File: config.mk
export PLATFORM = sky130hd
export DESIGN_NAME = dither_led
export DESIGN_NICKNAME = d
export VERILOG_FILES = /design/src/rtl/dither_led_pkg.sv /design/src/rtl/dither_led_prescale.sv /design/src/rtl/dither_led_stepper.sv /design/src/rtl/dither_led_level.sv /design/src/rtl/dither_led.sv
export SDC_FILE = /design/constraint.sdc
export NUM_CORES = 1
export LEC_CHECK = 0
export BUFFER_PORTS_ARGS = -buffer_cell sky130_fd_sc_hd__buf_2
export CORE_ASPECT_RATIO = 0.6
export CORE_MARGIN = 2
export CORE_UTILIZATION = 41
export CTS_CLUSTER_DIAMETER = 120
export DETAILED_ROUTE_END_ITERATION = 8
export REMOVE_ABC_BUFFERS = 1
export SYNTH_ARGS = -nofsm -noshare
export SYNTH_HDL_FRONTEND = slang
export SYNTH_SLANG_ARGS = --single-unit
File: constraint.sdc
create_clock -name clk -period 2.5 [get_ports clk]
set_clock_uncertainty 0.05 [all_clocks]
set_input_delay 0.375 -clock clk [delete_from_list [all_inputs] [get_ports clk]]
set_output_delay 0.375 -clock clk [all_outputs]
set_load 0.02 [all_outputs]
File: src/rtl/dither_led_pkg.sv
package dither_led_pkg;
  localparam int SLOTS   = 16;
  localparam int MAX_LVL = SLOTS;
  localparam int AW      = $clog2(MAX_LVL + 1);

  typedef logic [SLOTS-1:0] slot_vec_t;
  typedef logic [AW-1:0]    lvl_t;

  // Spread-out on/off pattern per level: bit k lights slot k.
  function automatic slot_vec_t lvl_pattern(input lvl_t lv);
    case (lv)
      5'd0:    lvl_pattern = 16'h0000;
      5'd1:    lvl_pattern = 16'h0001;
      5'd2:    lvl_pattern = 16'h0101;
      5'd3:    lvl_pattern = 16'h0841;
      5'd4:    lvl_pattern = 16'h1111;
      5'd5:    lvl_pattern = 16'h2491;
      5'd6:    lvl_pattern = 16'h4949;
      5'd7:    lvl_pattern = 16'h54A9;
      5'd8:    lvl_pattern = 16'h5555;
      5'd9:    lvl_pattern = 16'hAB55;
      5'd10:   lvl_pattern = 16'hB5B5;
      5'd11:   lvl_pattern = 16'hDB6D;
      5'd12:   lvl_pattern = 16'hDDDD;
      5'd13:   lvl_pattern = 16'hF7BD;
      5'd14:   lvl_pattern = 16'hFDFD;
      5'd15:   lvl_pattern = 16'hFFFD;
      default: lvl_pattern = 16'hFFFF;
    endcase
  endfunction
endpackage

File: src/rtl/dither_led_prescale.sv
module dither_led_prescale #(
  parameter int PRESCALE = 4
) (
  input  logic clk,
  input  logic rst,
  input  logic run,
  output logic tick
);
  localparam int CW = (PRESCALE > 1) ? $clog2(PRESCALE) : 1;
  localparam logic [CW-1:0] LAST = CW'(PRESCALE - 1);

  logic [CW-1:0] cnt_q;

  assign tick = run && (cnt_q == LAST);

  always_ff @(posedge clk) begin
    if (rst)       cnt_q <= '0;
    else if (tick) cnt_q <= '0;
    else if (run)  cnt_q <= cnt_q + 1'b1;
  end

  generate
    if (PRESCALE > 1) begin : g_spacing
      AST_TICK_SPACED: assert property (@(posedge clk) disable iff (rst)
        tick |=> !tick);
    end
  endgenerate
endmodule

File: src/rtl/dither_led_stepper.sv
module dither_led_stepper
  import dither_led_pkg::*;
(
  input  logic      clk,
  input  logic      rst,
  input  logic      tick,
  output slot_vec_t step,
  output logic      frame_end
);
  slot_vec_t step_q;

  always_ff @(posedge clk) begin
    if (rst)       step_q <= slot_vec_t'(1);
    else if (tick) step_q <= {step_q[SLOTS-2:0], step_q[SLOTS-1]};
  end

  assign step      = step_q;
  assign frame_end = tick && step_q[SLOTS-1];

  AST_STEP_ONEHOT: assert property (@(posedge clk) disable iff (rst)
    $countones(step_q) == 1);
  AST_STEP_WRAP: assert property (@(posedge clk) disable iff (rst)
    frame_end |=> step_q[0]);
  AST_STEP_HOLD: assert property (@(posedge clk) disable iff (rst)
    !tick |=> $stable(step_q));
endmodule

File: src/rtl/dither_led_level.sv
module dither_led_level
  import dither_led_pkg::*;
#(
  parameter int LVL_W = 6
) (
  input  logic                    clk,
  input  logic                    rst,
  input  logic                    load,
  input  logic signed [LVL_W-1:0] req,
  output lvl_t                    active
);
  localparam logic signed [LVL_W-1:0] TOP_S = LVL_W'(MAX_LVL);

  lvl_t act_q;
  lvl_t clamped;

  always_comb begin
    if (req < 0)          clamped = '0;
    else if (req > TOP_S) clamped = lvl_t'(MAX_LVL);
    else                  clamped = req[AW-1:0];
  end

  always_ff @(posedge clk) begin
    if (rst)       act_q <= '0;
    else if (load) act_q <= clamped;
  end

  assign active = act_q;

  AST_LVL_BOUND: assert property (@(posedge clk) disable iff (rst)
    act_q <= lvl_t'(MAX_LVL));
  AST_LVL_HOLD: assert property (@(posedge clk) disable iff (rst)
    !load |=> $stable(act_q));
  AST_LVL_NEG: assert property (@(posedge clk) disable iff (rst)
    load && (req < 0) |=> act_q == '0);
endmodule

File: src/rtl/dither_led.sv
module dither_led
  import dither_led_pkg::*;
#(
  parameter bit USE_EXT_TICK = 1'b1,
  parameter int PRESCALE     = 4,
  parameter int LVL_W        = 6
) (
  input  logic                    clk,
  input  logic                    rst,
  input  logic                    tick_en,
  input  logic signed [LVL_W-1:0] level,
  output logic                    led
);
  logic      tick;
  logic      frame_end;
  slot_vec_t step;
  lvl_t      act_lvl;
  slot_vec_t pat;
  logic      led_q;

  generate
    if (USE_EXT_TICK) begin : g_ext
      assign tick = tick_en;
    end else begin : g_pre
      dither_led_prescale #(.PRESCALE(PRESCALE)) u_pre (
        .clk(clk), .rst(rst), .run(tick_en), .tick(tick));
    end
  endgenerate

  dither_led_stepper u_step (
    .clk(clk), .rst(rst), .tick(tick), .step(step), .frame_end(frame_end));

  dither_led_level #(.LVL_W(LVL_W)) u_lvl (
    .clk(clk), .rst(rst), .load(frame_end), .req(level), .active(act_lvl));

  assign pat = lvl_pattern(act_lvl);

  always_ff @(posedge clk) begin
    if (rst)       led_q <= 1'b0;
    else if (tick) led_q <= |(pat & step);
  end

  assign led = led_q;

  AST_LED_HOLD: assert property (@(posedge clk) disable iff (rst)
    !tick |=> $stable(led_q));
  AST_LED_DARK: assert property (@(posedge clk) disable iff (rst)
    tick && (act_lvl == '0) |=> !led_q);
  AST_LED_FULL: assert property (@(posedge clk) disable iff (rst)
    tick && (act_lvl == lvl_t'(MAX_LVL)) |=> led_q);
endmodule

### Word-level counts from Yosys, hierarchy flattened

Memory sizes are Yosys's and may differ from the RTL's. A register that Yosys moved wholly into a read port is not among the register bits.
Cells that the tools add are included.

* bits in registers: 22
* latch bits: 0
* RAM bits: 0
* ROM bits: 240
* output and inout bits: 1
* word-level logic and storage cells: 14
* memories: 1

* add/sub/neg operators: 0
* multiply operators: 0
* div/mod/pow operators: 0
* order comparisons: 2
* equality and inequality tests: 0
* shift operators: 0
* muxes and demuxes: 5
* bitwise operators: 1
* reduce and logical (&&, ||, !) cells: 2

Memory list
* (no name shown): depth 16, width 15, read ports 1, clocked after memory_dff 1, wr ports 0, RTL line dither_led_pkg.sv:11 `case (lv)`

Operators with widths (number)
* 16-bit bitwise AND: 1
* 16-bit 2-to-1 mux: 1
* 16-bit OR reduction: 1
* 5-bit 2-to-1 mux: 2
* 4-bit 2-to-1 mux: 2
* 6-bit > comparator, second input constant: 1
* 6-bit by 1-bit < comparator with 1-bit output, second input constant: 1
* 1-bit logical AND: 1

### Depth between registers and ports, before layout

Gate-level depths: netlist of the first run.

* word-level depth: 5
* gate-level depth with buffers: 8

### By module

Synthesis of the first run repeated with hierarchy kept, for this count alone.

* cells, all modules: 141
* area, all modules: 1300.0 um^2

By module, submodules not included
* dither_led_stepper: instances 1, cells each 53, area an instance 588.1 um^2, sequential area each 320.3 um^2
* dither_led: instances 1, cells each 68, area an instance 503.0 um^2, sequential area each 20.0 um^2
* dither_led_level: instances 1, cells each 20, area an instance 209.0 um^2, sequential area each 100.1 um^2

### Least setup slack after synthesis of the first run

Ideal clock, no wire load.

* kind: input to register
* start point: in level[4]
* end point: reg (tool-made name)
* library setup time: 0.136 ns
* data arrival time: 1.972 ns
* data required time: 2.314 ns
* slack: 0.342 ns
* stages: 6
* path through: and4bb_2 -> nand2_1 -> a21oi_1 -> inv_1 -> ha_1 -> mux4_1

RTL lines
* start: declaration: RTL line dither_led.sv:11 `input logic signed [LVL_W-1:0] level,`

==> flow_summary.ini, run 1 <==
[status]
run_status = complete, no violations

[global_route]
first_global_vias = 1108
grt_overflow = 0
grt_pass1_wl_um = 5430
grt_antenna_before_repair = 0
grt_usage_pct = 16.4
grt_max_degree = 30

[finish]
final_nets = 183
synthToLayoutAreaGrowth_pct = 12.4
drive_gt1_share_pct = 14.8
fin_area_sq_um = 1790
final_util_pct = 48.4
n_antenna_cell = 0

[yosys]
async_reset_ff_share_pct = 0
yosys_warnings = 0
syn_inst = 156
synth_top_family_by_area = compound AO/OA/AOI/OAI gates
synth_seq_cells = 37
synth-xor-area-share_pct = 0
synth_area_sq_um = 1590
seq_area_frac_synth_pct = 46.5
synth_common_cells = dfxtp_1, nor2_1, mux2i_1
yosysMostFrequentCell = dfxtp_1
synth_edf_count = 0
synthMuxAreaShare_pct = 14.0
syn_avg_cell_area_sq_um = 10.2
netlist.top_cell.by_area = dfxtp_1
synth_top_area_share_pct = 46.5
synth_fa_ha_area_share_pct = 4.71
synth_cell_type_count = 41
synth_compound_area_share_pct = 15.7
synth-main-ff-cell = dfxtp_1
synthTopCellsByArea = dfxtp_1, mux2i_1, ha_1, nor2_1, a22oi_1
synth-simple-area-share_pct = 13.8

[power_and_ir_drop]
swShare_pct = 21.5
peakVddDrop_mv = 0.399
sequentialPowerShare_pct = 51.5
power_frac_comb_pct = 3.8
p_int_mw = 0.911
clkPwrFrac_pct = 44.8
leakagePower_nw = 0.813
p_sw_mw = 0.250
p_per_area_nw_per_um2 = 648

[placed_design]
gp_congestion = 0.877
place_ws_ps = 238
numPortBuffers = 9
hpwl_um = 2410
placed_area_sq_um = 1680

[critical_path]
r2r_start = u_step.step[15]
path_buf_inv = 1
critical_path_class = register to register
cpPeakStageDelay_ps = 500
cp_cell_sequence = and4bb_2 > nand2_1 > a21oi_1 > ha_1 > inv_1 > mux4_1
cp-startpoint = u_step.step[15]
reg2reg_depth = 6
path_depth = 6
cp.arrival_ps = 2390
cp_max_fo = 7
critPathTopFamily = flip-flops
end_kind = register
slowest_stage = dfxtp_1
setup.worst_path.start_class = register
r2r_slack_ps = 230
required_ps = 2620

[sta]
post-route-period-util_pct = 90.9
setup_violations = 0
fmax_ghz = 0.440
slew_violations = 0
worstMarginPinSlew_ps = 534
setup_ws_ps = 228
final_hold_viol_count = 0
setup_tns_ps = 0
slew_headroom_pct = 63.5
rsz0062_at_grt = no
min_period_ps = 2270

[clock_tree]
post-cts-setup-buffers = 0
cts_buffers = 5
numClockSinks = 37
cts_tree = yes
path_clk_slew_ps = 80
ctsResizeCount = 0
htreeDepth = 2
cts_root_buffer = clkbuf_8
cts_hold_buffers = 0
cts_buffer_depth = 2
clk_latency_ps = 300

[routing]
vias_per_cell = 5.48
vias = 1183
drc = 0
postRouteAntennaNets = 0
wirelength_um = 3240
drt-initial-drc-count = 77
wl_per_cell_um = 15.0
drtPass1Iterations = 4

[hold_path]
hold_path_class = primary input to register
holdPathStages = 3

[floorplan]
die_w_um = 84.5
io_pins = 10
fp.coreArea_sq_um = 3700
rows = 17
die_area_sq_um = 4420
chipHeight_um = 52.3
initial_utilization_pct = 43.0

[run]
cap_violations = 0
## power by group through the flow
stage	clock, mW	sequential (mW)	combinational (mW)
6_report	0.520	0.597	0.0438
5_1_grt	0.555	0.598	0.0481
4_1_cts	0.532	0.597	0.0438
3_5_place_dp	0	0.611	0.0436
3_3_place_gp	0	0.611	0.0432
2_1_floorplan	0	0.611	0.0163
## cell type report
cell class / count / area [sq um]
clock buffers: 5 / 68.8
clock inverters: 3 / 46.3
repair buffers: 12 / 67.6
flip-flops and latches: 37 / 741
multi-input cells: 102 / 768
fillers: 368 / 1910
well taps: 47 / 58.8
inverters: 10 / 40.0
## cell usage in the layout (no fill, tap or decap), types with 3 or more instances in the layout
master	count
mux2i_1	17
nand2_1	6
nor2_1	19
a21oi_1	6
buf_4	3
o21ai_0	3
o22a_1	3
inv_1	9
dfxtp_1	37
nor4_1	4
ha_1	6
buf_2	9
clkbuf_8	5
a22oi_1	7
## tightest hold or removal path: stages
cell     delay [ps]
buf_2           100
nand2_1         100
a21oi_1          80
## layer usage
layer  wire length, um  up-vias  track usage, %  part of all wire [%]
li1                  -      591               -                     -
met3               139        7            4.72                   4.3
met1              1800      559            23.6                    56
met4                75        0            9.79                   2.3
met5                 0        -               0                     0
met2              1220       26            21.4                    38
## cells by family (layout without fill, tap and decap cells)
kind of cell	Yosys count	after routing
multiplexers	19	19
buffers and inverters	17	30
AND/OR/NAND/NOR	43	43
adder cells (fa/ha/maj)	6	6
AO/OA/AOI/OAI	34	34
flip-flops	37	37
## worst min-delay path by stage
stage	to	start	slack, ps
floorplan	u_lvl.active[0]	rst	390
global placement	led	led	430
detailed placement	led	led	430
CTS	u_lvl.active[1]	level[1]	340
global route	u_lvl.active[0]	level[0]	360
finish	u_lvl.active[0]	level[0]	360
## through the flow
step	cells	hold WS, ps	power [mW]
after floorplan	149	394	0.627
after global placement	208	428	0.654
after detailed placement	208	432	0.655
after CTS	216	341	1.17
after global routing	216	362	1.20
final	216	357	1.16
Power figures use the tool's default switching activity.
==> run 2: changes to the inputs <==
Settings changed: CORE_ASPECT_RATIO 0.6 to 0.9, CTS_BUF_LIST set to sky130_fd_sc_hd__clkbuf_8.
==> flow_summary.ini, run 2 (synthesis gave the netlist of run 1 again) <==
[critical_path]
cp_max_fo = 7
slowest_stage = mux4_1
critPathTopFamily = multiplexers
cp.arrival_ps = 2290
end_kind = register
r2r_slack_ps = 330
setup.worst_path.start_class = register
required_ps = 2610
cp_cell_sequence = and4bb_2 > nand2_1 > a21oi_1 > inv_1 > ha_1 > mux4_1
cpPeakStageDelay_ps = 510
critical_path_class = register to register
path_buf_inv = 1

[finish]
n_antenna_cell = 0
final_cell_mix = dfxtp_1, nor2_1, mux2i_1
drive_gt1_share_pct = 14.7
final_nets = 185
fillers = 364
final_common_cell = dfxtp_1
synthToLayoutAreaGrowth_pct = 11.5
fin_cells = 216

[global_route]
first_global_vias = 1129
top_usage_layer = met1
grt_antenna_before_repair = 0
grt_usage_pct = 16.2
met3_usage_pct = 5.92
grt_max_degree = 30
grt_overflow = 0
met1_usage_pct = 22.9
grtUsageMet2_pct = 22.7
grt_pass1_wl_um = 5560

[clock_tree]
clk_latency_ps = 290
numClockSinks = 37
cts_hold_buffers = 0
ctsResizeCount = 0
htreeDepth = 2
cts_buffer_depth = 2
cts_tree = yes
cts_buffers = 5
path_clk_slew_ps = 70
post-cts-setup-buffers = 0
cts_root_buffer = clkbuf_8

[floorplan]
initial_utilization_pct = 42.7
die_area_sq_um = 4400
io_pins = 10
fp.coreArea_sq_um = 3730
rows = 21
die_w_um = 69.7
chipHeight_um = 63.1

[routing]
postRouteAntennaNets = 0
drc = 0
drt-initial-drc-count = 54
drtPass1Iterations = 4
wl_per_cell_um = 15.1
vias = 1189
vias_per_cell = 5.50
wirelength_um = 3260

[placed_design]
gp_congestion = 0.892
numPortBuffers = 9
hpwl_um = 2410
placedCellCount = 209

[sta]
rsz0062_at_grt = no
fmax_ghz = 0.460
worstMarginPinSlew_ps = 469
min_period_ps = 2170
setup_tns_ps = 0
slew_violations = 0
final_hold_viol_count = 0
hold_ws_ps = 347
slew_headroom_pct = 67.9
setup_violations = 0
post-route-period-util_pct = 87.0

[run]
cap_violations = 0

[status]
run_status = complete, no violations

[hold_path]
hold_path_class = primary input to register

[power_and_ir_drop]
p_per_area_nw_per_um2 = 591
peakVddDrop_mv = 0.345
leakagePower_nw = 0.817
run 2: cell count changes in the layout (fill, tap and decap cells not counted), sizes merged:
cell      before  now
buf           12   14
inv           10   11
clkinvlp       1    0
bufinv         1    0
clkbuf         5    6
clkinv         1    0
run 2: worst paths after layout:
path	startpoint	to	cells after the start
worst max-delay path	u_step.step[15]	register	6
worst min-delay path	level[1]	u_lvl.active[1]	3
worst max register to register	u_step.step[15]	register	6
worst min register to register	u_lvl.active[0]	u_lvl.active[0]	2
run 2: area by class of cell:
type	count	area [sq um]	share of cell area, %
multi-input cells	102	768	43.3
flip-flops and latches	37	741	41.7
clock buffers	6	82.6	4.65
repair buffers	14	82.6	4.65
well taps	46	57.6	3.24
inverters	10	40.0	2.26
clock inverters	1	3.75	0.211
run 2: worst reg2reg max path, delay by kind of cell (launching register included):
kind | cells | cell delay [ps]
fa+ha+maj | 1 | 250
buf+inv | 1 | 120
flops | 1 | 480
mux | 1 | 510
simple gates | 2 | 400
compound gates | 1 | 240
run 2: metrics by stage:
| step | setup slack (ps) | instance area [sq um] | power, mW | utilization, % |
|---|---|---|---|---|
| global placement | 333 | 1690 | 0.654 | 45.3 |
| detailed placement | 271 | 1690 | 0.655 | 45.3 |
| global route | 188 | 1780 | 1.10 | 47.6 |
| floorplan | 342 | 1550 | 0.627 | - |
| CTS | 340 | 1780 | 1.06 | 47.6 |
| finish | 325 | 1780 | 1.05 | 47.6 |
run 2: layer usage:
layer	vias to the layer above	share of wire, %
met2	21	42
met4	0	2.3
met3	9	4.8
li1	586	-
met5	-	0
met1	573	51
run 2: where the power goes:
group / internal (mW) / switching (mW) / leakage [nW]
sequential: 0.594 / 0.00404 / 0.299
combinational: 0.0191 / 0.0250 / 0.469
clock: 0.214 / 0.193 / 0.0485
total: 0.827 / 0.222 / 0.817
==> run 3: changes to the inputs <==
Settings changed: RECOVER_POWER set to 100.
==> flow_summary.ini, run 3 (synthesis gave the netlist of run 1 again) <==
[floorplan]
fp.coreArea_sq_um = 3730
io_pins = 10
die_w_um = 69.7
rows = 21
initial_utilization_pct = 42.7
die_area_sq_um = 4400
chipHeight_um = 63.1

[sta]
post-route-period-util_pct = 86.4
slew_headroom_pct = 26.9
final_hold_viol_count = 0
fmax_ghz = 0.463
setup_violations = 0
hold_ws_ps = 347
setup_ws_ps = 341
setup_tns_ps = 0
worstMarginPinSlew_ps = 1100
slew_violations = 0
min_period_ps = 2160
rsz0062_at_grt = no

[critical_path]
slowest_stage = mux4_1
critical_path_class = register to register
setup.worst_path.start_class = register
cp_max_fo = 7
cpPeakStageDelay_ps = 520
end_kind = register
cp.arrival_ps = 2270
critPathTopFamily = multiplexers
cp_cell_sequence = and4bb_2 > nand2_1 > a21oi_1 > inv_1 > ha_1 > mux4_1
path_buf_inv = 1
required_ps = 2610

[finish]
fin_area_sq_um = 1760
n_antenna_cell = 0
synthToLayoutAreaGrowth_pct = 10.7
final_cell_mix = dfxtp_1, nor2_1, mux2i_1
final_nets = 185
final_common_cell = dfxtp_1
drive_gt1_share_pct = 11.8

[clock_tree]
cts_buffer_depth = 2
ctsResizeCount = 0
clk_latency_ps = 290
cts_tree = yes
numClockSinks = 37
htreeDepth = 2
post-cts-setup-buffers = 0
path_clk_slew_ps = 70
cts_buffers = 5
cts_root_buffer = clkbuf_8
cts_hold_buffers = 0

[routing]
vias = 1191
vias_per_cell = 5.51
drc = 0
postRouteAntennaNets = 0
wl_per_cell_um = 15.2
drtPass1Iterations = 4
wirelength_um = 3280
drt-initial-drc-count = 58

[placed_design]
numPortBuffers = 9
hpwl_um = 2410
place_ws_ps = 271
gp_congestion = 0.892
placed_area_sq_um = 1690

[power_and_ir_drop]
p_per_area_nw_per_um2 = 595
leakagePower_nw = 0.800
peakVddDrop_mv = 0.346
p_total_mw = 1.05

[global_route]
grt_pass1_wl_um = 5560
first_global_vias = 1129
grt_usage_pct = 16.2
grt_antenna_before_repair = 0
grt_overflow = 0
grt_max_degree = 30

[status]
run_status = complete, no violations

[run]
cap_violations = 0

[hold_path]
hold_path_class = primary input to register
[run 3: cell count changes in the layout (fill, tap and decap cells not counted), sizes merged]
cell    previous run  this run
buf               14        10
clkbuf             6        10
[run 3: report_power, final]
part / internal [mW] / switching (mW) / leakage, nW
sequential: 0.594 / 0.00407 / 0.299
combinational: 0.0188 / 0.0249 / 0.453
clock: 0.214 / 0.193 / 0.0485
[run 3: through the flow]
step                      utilization [%]  std cells
after CTS                            47.6        216
after global placement               45.3        209
after detailed placement             45.3        209
final                                47.3        216
after floorplan                         -        149
after global routing                 47.3        216
[run 3: layer usage]
layer / GRT usage (%) / wire length (um)
met3: 5.92 / 167
met2: 22.7 / 1390
met5: 0 / 0
met4: 5.53 / 74
met1: 22.9 / 1650
[run 3: final timing paths]
kind                   startpoint         endpoint  slack, ps  cells after the start
hold reg to reg   u_lvl.active[0]  u_lvl.active[0]        450                      2
setup / recovery  u_step.step[15]         register        340                      6
hold / removal           level[1]  u_lvl.active[1]        350                      3
setup reg to reg  u_step.step[15]         register        340                      6
[run 3: area by class of cell]
type | instances | area [sq um]
fill | 367 | 1970
multi-input combinational | 102 | 766
sequential | 37 | 741
clock buffer | 6 | 82.6
timing repair buffer | 14 | 72.6
tap | 46 | 57.6
inverter | 10 | 40.0
clock inverter | 1 | 3.75
[run 3: worst register-to-register path, delay by kind of cell, from the launching register on]
family	cells	cell delay [ps]
adders and majority gates	1	260
AOI/OAI and AO/OA	1	240
and+or+nand+nor	2	390
muxes	1	520
buffers and inverters	1	120
DFF	1	460
